===== config.mk =====
export PLATFORM = sky130hd
export DESIGN_NAME = burst_bus_slave
export DESIGN_NICKNAME = d
export VERILOG_FILES = /design/src/rtl/bbs_pkg.sv /design/src/rtl/bbs_sync.sv /design/src/rtl/bbs_addr.sv /design/src/rtl/bbs_fsm.sv /design/src/rtl/burst_bus_slave.sv
export SDC_FILE = /design/constraint.sdc
export NUM_CORES = 1
export LEC_CHECK = 0
export ABC_CLOCK_PERIOD_IN_PS = 1800
export CAP_MARGIN = 10
export CORE_MARGIN = 4
export CORE_UTILIZATION = 30
export CTS_CLUSTER_DIAMETER = 50
export CTS_CLUSTER_SIZE = 30
export DETAILED_ROUTE_END_ITERATION = 10
export PLACE_DENSITY = 0.64
export SYNTH_ARGS = -nofsm -noshare
export SYNTH_HDL_FRONTEND = slang
export SYNTH_SLANG_ARGS = --single-unit

===== constraint.sdc =====
create_clock -name clk -period 1.8 [get_ports clk]
set_input_delay 0.36 -clock clk [delete_from_list [all_inputs] [get_ports clk]]
set_output_delay 0.36 -clock clk [all_outputs]
set_load 0.005 [all_outputs]

===== src/rtl/bbs_pkg.sv =====
package bbs_pkg;

    typedef enum logic [1:0] {
        ST_IDLE   = 2'd0,
        ST_SETTLE = 2'd1,
        ST_ACK    = 2'd2,
        ST_COMMIT = 2'd3
    } bbs_state_e;

    localparam int unsigned CTRL_W = 4;
    localparam int unsigned IDX_CS = 0;
    localparam int unsigned IDX_AS = 1;
    localparam int unsigned IDX_RW = 2;
    localparam int unsigned IDX_DS = 3;

endpackage


===== src/rtl/bbs_sync.sv =====
module bbs_sync #(
    parameter int unsigned W      = 4,
    parameter int unsigned STAGES = 2
) (
    input  logic         clk,
    input  logic         rst_n,
    input  logic [W-1:0] d_raw,
    output logic [W-1:0] q,
    output logic [W-1:0] q_prev
);

    // pipe[0..STAGES-1] synchronise, pipe[STAGES] holds the previous value
    logic [STAGES:0][W-1:0] pipe;

    always_ff @(posedge clk or negedge rst_n) begin
        if (!rst_n) begin
            pipe[0] <= '1;
        end else begin
            pipe[0] <= d_raw;
        end
    end

    generate
        for (genvar i = 1; i <= STAGES; i++) begin : g_stage
            always_ff @(posedge clk or negedge rst_n) begin
                if (!rst_n) begin
                    pipe[i] <= '1;
                end else begin
                    pipe[i] <= pipe[i-1];
                end
            end
        end
    endgenerate

    assign q      = pipe[STAGES-1];
    assign q_prev = pipe[STAGES];

endmodule


===== src/rtl/bbs_addr.sv =====
module bbs_addr #(
    parameter int unsigned AW = 9
) (
    input  logic          clk,
    input  logic          rst_n,
    input  logic          load,
    input  logic [AW-1:0] load_val,
    input  logic          step,
    output logic [AW-1:0] next_addr
);

    logic [AW-1:0] base_q;
    logic          first_q;

    // address the next access would use
    always_comb begin
        if (load) begin
            next_addr = load_val;
        end else if (first_q) begin
            next_addr = base_q;
        end else begin
            next_addr = base_q + AW'(1);
        end
    end

    always_ff @(posedge clk or negedge rst_n) begin
        if (!rst_n) begin
            base_q  <= '0;
            first_q <= 1'b1;
        end else if (load) begin
            base_q  <= load_val;
            first_q <= !step;
        end else if (step) begin
            base_q  <= next_addr;
            first_q <= 1'b0;
        end
    end

endmodule


===== src/rtl/bbs_fsm.sv =====
module bbs_fsm
    import bbs_pkg::*;
#(
    parameter int unsigned AW         = 9,
    parameter int unsigned DW         = 8,
    parameter int unsigned SETTLE_CYC = 2
) (
    input  logic          clk,
    input  logic          rst_n,
    input  logic          start,
    input  logic          ds_low_s,
    input  logic          ds_rise,
    input  logic [AW-1:0] acc_addr,
    input  logic [DW-1:0] bus_data,
    output logic          dtack_n,
    output logic          wr_en,
    output logic [AW-1:0] wr_addr,
    output logic [DW-1:0] wr_data,
    output bbs_state_e    state
);

    localparam int unsigned CW = (SETTLE_CYC > 1) ? $clog2(SETTLE_CYC) : 1;
    localparam logic [CW-1:0] CNT_LAST = CW'(SETTLE_CYC - 1);

    bbs_state_e    state_q;
    bbs_state_e    state_d;
    logic [CW-1:0] cnt_q;
    logic [AW-1:0] addr_q;
    logic [DW-1:0] data_q;

    // state register
    always_ff @(posedge clk or negedge rst_n) begin
        if (!rst_n) begin
            state_q <= ST_IDLE;
        end else begin
            state_q <= state_d;
        end
    end

    // next state
    always_comb begin
        state_d = state_q;
        unique case (state_q)
            ST_IDLE: begin
                if (start) begin
                    state_d = ST_SETTLE;
                end
            end
            ST_SETTLE: begin
                if (ds_rise) begin
                    state_d = ST_COMMIT;
                end else if (cnt_q == CNT_LAST) begin
                    state_d = ST_ACK;
                end
            end
            ST_ACK: begin
                if (ds_rise) begin
                    state_d = ST_COMMIT;
                end
            end
            ST_COMMIT: begin
                state_d = ST_IDLE;
            end
        endcase
    end

    // settle counter, access address and data capture
    always_ff @(posedge clk or negedge rst_n) begin
        if (!rst_n) begin
            cnt_q  <= '0;
            addr_q <= '0;
            data_q <= '0;
        end else begin
            if (state_q == ST_SETTLE) begin
                cnt_q <= cnt_q + CW'(1);
            end else begin
                cnt_q <= '0;
            end
            if (state_q == ST_IDLE && start) begin
                addr_q <= acc_addr;
            end
            if ((state_q == ST_SETTLE || state_q == ST_ACK) && ds_low_s) begin
                data_q <= bus_data;
            end
        end
    end

    // outputs
    always_comb begin
        dtack_n = 1'b1;
        wr_en   = 1'b0;
        unique case (state_q)
            ST_IDLE:   ;
            ST_SETTLE: ;
            ST_ACK:    dtack_n = 1'b0;
            ST_COMMIT: wr_en   = 1'b1;
        endcase
    end

    assign wr_addr = addr_q;
    assign wr_data = data_q;
    assign state   = state_q;

endmodule


===== src/rtl/burst_bus_slave.sv =====
module burst_bus_slave
    import bbs_pkg::*;
#(
    parameter int unsigned AW          = 9,
    parameter int unsigned DW          = 8,
    parameter int unsigned SETTLE_CYC  = 2,
    parameter int unsigned SYNC_STAGES = 2
) (
    input  logic          clk,
    input  logic          rst_n,
    input  logic          cs_n,
    input  logic          as_n,
    input  logic          rw_n,
    input  logic          ds_n,
    input  logic [AW-1:0] bus_addr,
    input  logic [DW-1:0] bus_data,
    output logic          dtack_n,
    output logic          wr_en,
    output logic [AW-1:0] wr_addr,
    output logic [DW-1:0] wr_data
);

    logic [CTRL_W-1:0] ctrl_raw;
    logic [CTRL_W-1:0] ctrl_s;
    logic [CTRL_W-1:0] ctrl_p;
    logic              cs_s_n;
    logic              rw_s_n;
    logic              ds_fall;
    logic              ds_rise;
    logic              as_fall;
    logic              addr_load;
    logic              acc_start;
    logic [AW-1:0]     acc_addr;
    bbs_state_e        fsm_state;

    always_comb begin
        ctrl_raw         = '1;
        ctrl_raw[IDX_CS] = cs_n;
        ctrl_raw[IDX_AS] = as_n;
        ctrl_raw[IDX_RW] = rw_n;
        ctrl_raw[IDX_DS] = ds_n;
    end

    bbs_sync #(
        .W      (CTRL_W),
        .STAGES (SYNC_STAGES)
    ) u_sync (
        .clk    (clk),
        .rst_n  (rst_n),
        .d_raw  (ctrl_raw),
        .q      (ctrl_s),
        .q_prev (ctrl_p)
    );

    assign cs_s_n    = ctrl_s[IDX_CS];
    assign rw_s_n    = ctrl_s[IDX_RW];
    assign ds_fall   = ctrl_p[IDX_DS] & ~ctrl_s[IDX_DS];
    assign ds_rise   = ~ctrl_p[IDX_DS] & ctrl_s[IDX_DS];
    assign as_fall   = ctrl_p[IDX_AS] & ~ctrl_s[IDX_AS];
    assign addr_load = as_fall & ~cs_s_n;
    assign acc_start = (fsm_state == ST_IDLE) & ds_fall & ~cs_s_n & ~rw_s_n;

    bbs_addr #(
        .AW (AW)
    ) u_addr (
        .clk       (clk),
        .rst_n     (rst_n),
        .load      (addr_load),
        .load_val  (bus_addr),
        .step      (acc_start),
        .next_addr (acc_addr)
    );

    bbs_fsm #(
        .AW         (AW),
        .DW         (DW),
        .SETTLE_CYC (SETTLE_CYC)
    ) u_fsm (
        .clk      (clk),
        .rst_n    (rst_n),
        .start    (acc_start),
        .ds_low_s (~ctrl_s[IDX_DS]),
        .ds_rise  (ds_rise),
        .acc_addr (acc_addr),
        .bus_data (bus_data),
        .dtack_n  (dtack_n),
        .wr_en    (wr_en),
        .wr_addr  (wr_addr),
        .wr_data  (wr_data),
        .state    (fsm_state)
    );

endmodule


==> impl_metrics.csv <==
group,metric,value,unit
critical_path,crit_fanout,3,
routing,via_per_inst,4.76,
sta,maxSlewHeadroom,0.667,
logic_synthesis,postSynthAreaPerCell,11.4,µm²
clock_network,clockRootBuffer,"clkbuf_8",
logic_synthesis,synthFlopType,"dfrtp_1",
global_route,grt_pass1_wl,6290,µm
status,status,"finished clean",
sta,setup_viol,0,
logic_synthesis,netlist.top_cell.by_area,"dfrtp_1",
global_route,overflow,0,
job,maxCapViolations,0,
placement,portBuffers,41,
clock_network,clock_sinks,40,
logic_synthesis,netlist-cell-type-count,45,
pwr,irDropWorstVdd,0.000606,V
critical_path,critPathTopFamily,"buffers and inverters",
floorplan,die_w,87.5,µm
logic_synthesis,yosysMostFrequentCell,"dfrtp_1",
routing,ant_nets,0,
critical_path,path_buf_inv,2,
clock_network,cts_tree,"built",
logic_synthesis,synthArstFlopShare,1.00,
clock_network,cts_max_level,2,
logic_synthesis,syn_area,1900,µm²
clock_network,insertion_delay,290,ps
final_layout,fin_area,2510,µm²
sta,hold_viol_final,0,
global_route,grt_use_met2,0.166,
sta,rsz0062_at_grt,"false",
logic_synthesis,yosysWarnings,0,
critical_path,path_cells,"buf_4 -> ha_1 -> dlygate4sd2_1",
logic_synthesis,yosysSeqAreaShare,0.535,
pwr,power.density,1400,nW/µm²
worst_hold_path,hp-class,"primary input to asynchronous set/reset pin",
logic_synthesis,synth_area_leaders,"dfrtp_1 (38%), dfstp_2 (15%), mux2_2 (5.3%)",
placement,placed_area,2380,µm²
floorplan,io_pins,42,
clock_network,cts_made_buffers,5,
floorplan,die-area,7660,µm²
clock_network,clock_path_buffers,2,
global_route,grt_pass1_vias,1365,
floorplan,start_util,0.315,
placement,dp_hpwl,2740,µm
critical_path,slowest_stage,"dfrtp_1",
critical_path,worstPathArrival,1290,ps
global_route,grtUsageTotal,0.106,
sta,whs,24.5,ps
critical_path,required,1440,ps
critical_path,critPathMaxStageDelay,400,ps
global_route,antenna_found_initial,0,
clock_network,ctsHoldBuffers,0,
routing,vias,1370,
global_route,use_met1,0.136,
sta,fmax,0.606,GHz
logic_synthesis,synth_common_cells,"dfrtp_1 (29), nor2_1 (14), dfstp_2 (11)",
final_layout,nNetsFinal,240,
logic_synthesis,ys_seq_elements,40,
global_route,busiest_layer,"met2",
critical_path,path_class,"register to primary output",
logic_synthesis,synth_top_cell_area_share,0.382,
logic_synthesis,syn_nets,194,
routing,wl_per_cell,13.1,µm
routing,wl,3780,µm
final_layout,areaGrowthSynthToFinish,32.5,%
floorplan,core_area,6030,µm²
sta,min_period,1650,ps
floorplan,fp.dieH,87.5,µm
final_layout,num_antenna_cells,0,
pwr,leakagePower,0.00106,µW
floorplan,fp-row-count,28,
sta,finalMaxSlewViolations,0,
critical_path,start_kind,"register",
pwr,power,3530,µW
routing,drc,0,
routing,dr.pass1.iters,4,
logic_synthesis,synth_cells,166,
global_route,use_met3,0.0348,
sta,skew,5.71,ps
sta,period_share,0.916,
critical_path,regToRegSetupSlack,170,ps
sta,tightest_slew,499,ps
routing,drt-initial-drc-count,65,
final_layout,drive_above_1_share,0.230,
placement,place_congestion,0.799,
critical_path,end_kind,"primary output",
global_route,grt_max_degree,23,
clock_network,clkTransAtPathRegs,80,ps
logic_synthesis,synth_edf_count,0,
-- final timing paths --
check / from / end / cells after the start
hold / removal: rst_n / u_fsm.cnt_q / 1
min in group clk: u_sync.pipe[2] / u_sync.q[2] / 0
setup / recovery: u_fsm.state[0] / wr_en / 3
setup reg to reg: u_fsm.state[0] / u_fsm.state[1] / 6
max in group asynchronous: rst_n / u_addr.first_q / 2
hold reg to reg: u_sync.pipe[2] / u_sync.q[2] / 0
-- sequential cells by signal (all words and copies together) (netlist names) --
signal / count
u_sync.q: 4
u_fsm.wr_addr: 9
u_addr.base_q: 9
u_fsm.cnt_q: 1
u_fsm.state: 2
u_addr.first_q: 1
u_fsm.wr_data: 8
u_sync.pipe: 4
u_sync.q_prev: 2
-- metrics by stage --
step / worst slack (ps) / setup TNS (ps) / cells / utilization
finish: 151 / 0 / 288 / 0.417
global route: 41.7 / 0 / 288 / 0.417
CTS: -23.0 / -23.0 / 288 / 0.417
detailed placement: 142 / 0 / 278 / 0.395
global placement: 216 / 0 / 278 / 0.395
floorplan: 174 / 0 / 166 / -
-- repair_timing --
action                                  CTS  global route
resized for setup                         3             2
endpoints found under the setup margin    1             2
endpoints found under the hold margin     0             0
pin swaps                                 0             1
setup buffers                             2             0
-- layout make-up --
class                      instances  area, µm²
fill                             591       3510
sequential                        40       1010
multi-input combinational        110        782
timing repair buffer              51        494
tap                               75       93.8
clock buffer                       5       68.8
clock inverter                     3       46.3
inverter                           4       15.0
-- report_power, final --
part	switching, µW	leakage (µW)	internal (µW)
Clock	337	0.0000548	418
Sequential	200	0.000458	1210
Combinational	506	0.000544	865
-- routing by layer --
metal  vias up  wire length (µm)
li1        680                 -
met1       656              1730
met2        29              1770
met3         5               233
met4         0                41
met5         -                 0
-- kinds of logic (layout without fill, tap and decap cells) --
logic type / after synthesis / count (layout) / synth area share
buffers and inverters: 16 / 63 / 0.0560
AOI/OAI and AO/OA: 38 / 38 / 0.134
DFF: 40 / 40 / 0.535
and+or+nand+nor: 50 / 50 / 0.152
xor gates and xnor gates: 7 / 7 / 0.0323
adders and majority gates: 5 / 5 / 0.0330
muxes: 10 / 10 / 0.0587
-- cells in the final DEF (no fill, tap or decap), types with 3 or more instances in the layout --
| master | Yosys | routed |
|---|---|---|
| a21oi_1 | 9 | 9 |
| a22o_1 | 3 | 3 |
| a31oi_1 | 3 | 3 |
| buf_4 | 0 | 9 |
| clkbuf_8 | 2 | 5 |
| clkdlybuf4s50_1 | 0 | 38 |
| dfrtp_1 | 29 | 29 |
| dfstp_2 | 11 | 11 |
| ha_1 | 5 | 4 |
| inv_1 | 4 | 3 |
| mux2_2 | 9 | 9 |
| nand2_1 | 10 | 10 |
| nand3_1 | 5 | 5 |
| nand4_1 | 4 | 4 |
| nor2_1 | 14 | 14 |
| o21a_1 | 3 | 3 |
| o21ai_0 | 7 | 7 |
| xor2_1 | 6 | 6 |
(Power assumes the default switching activity.)
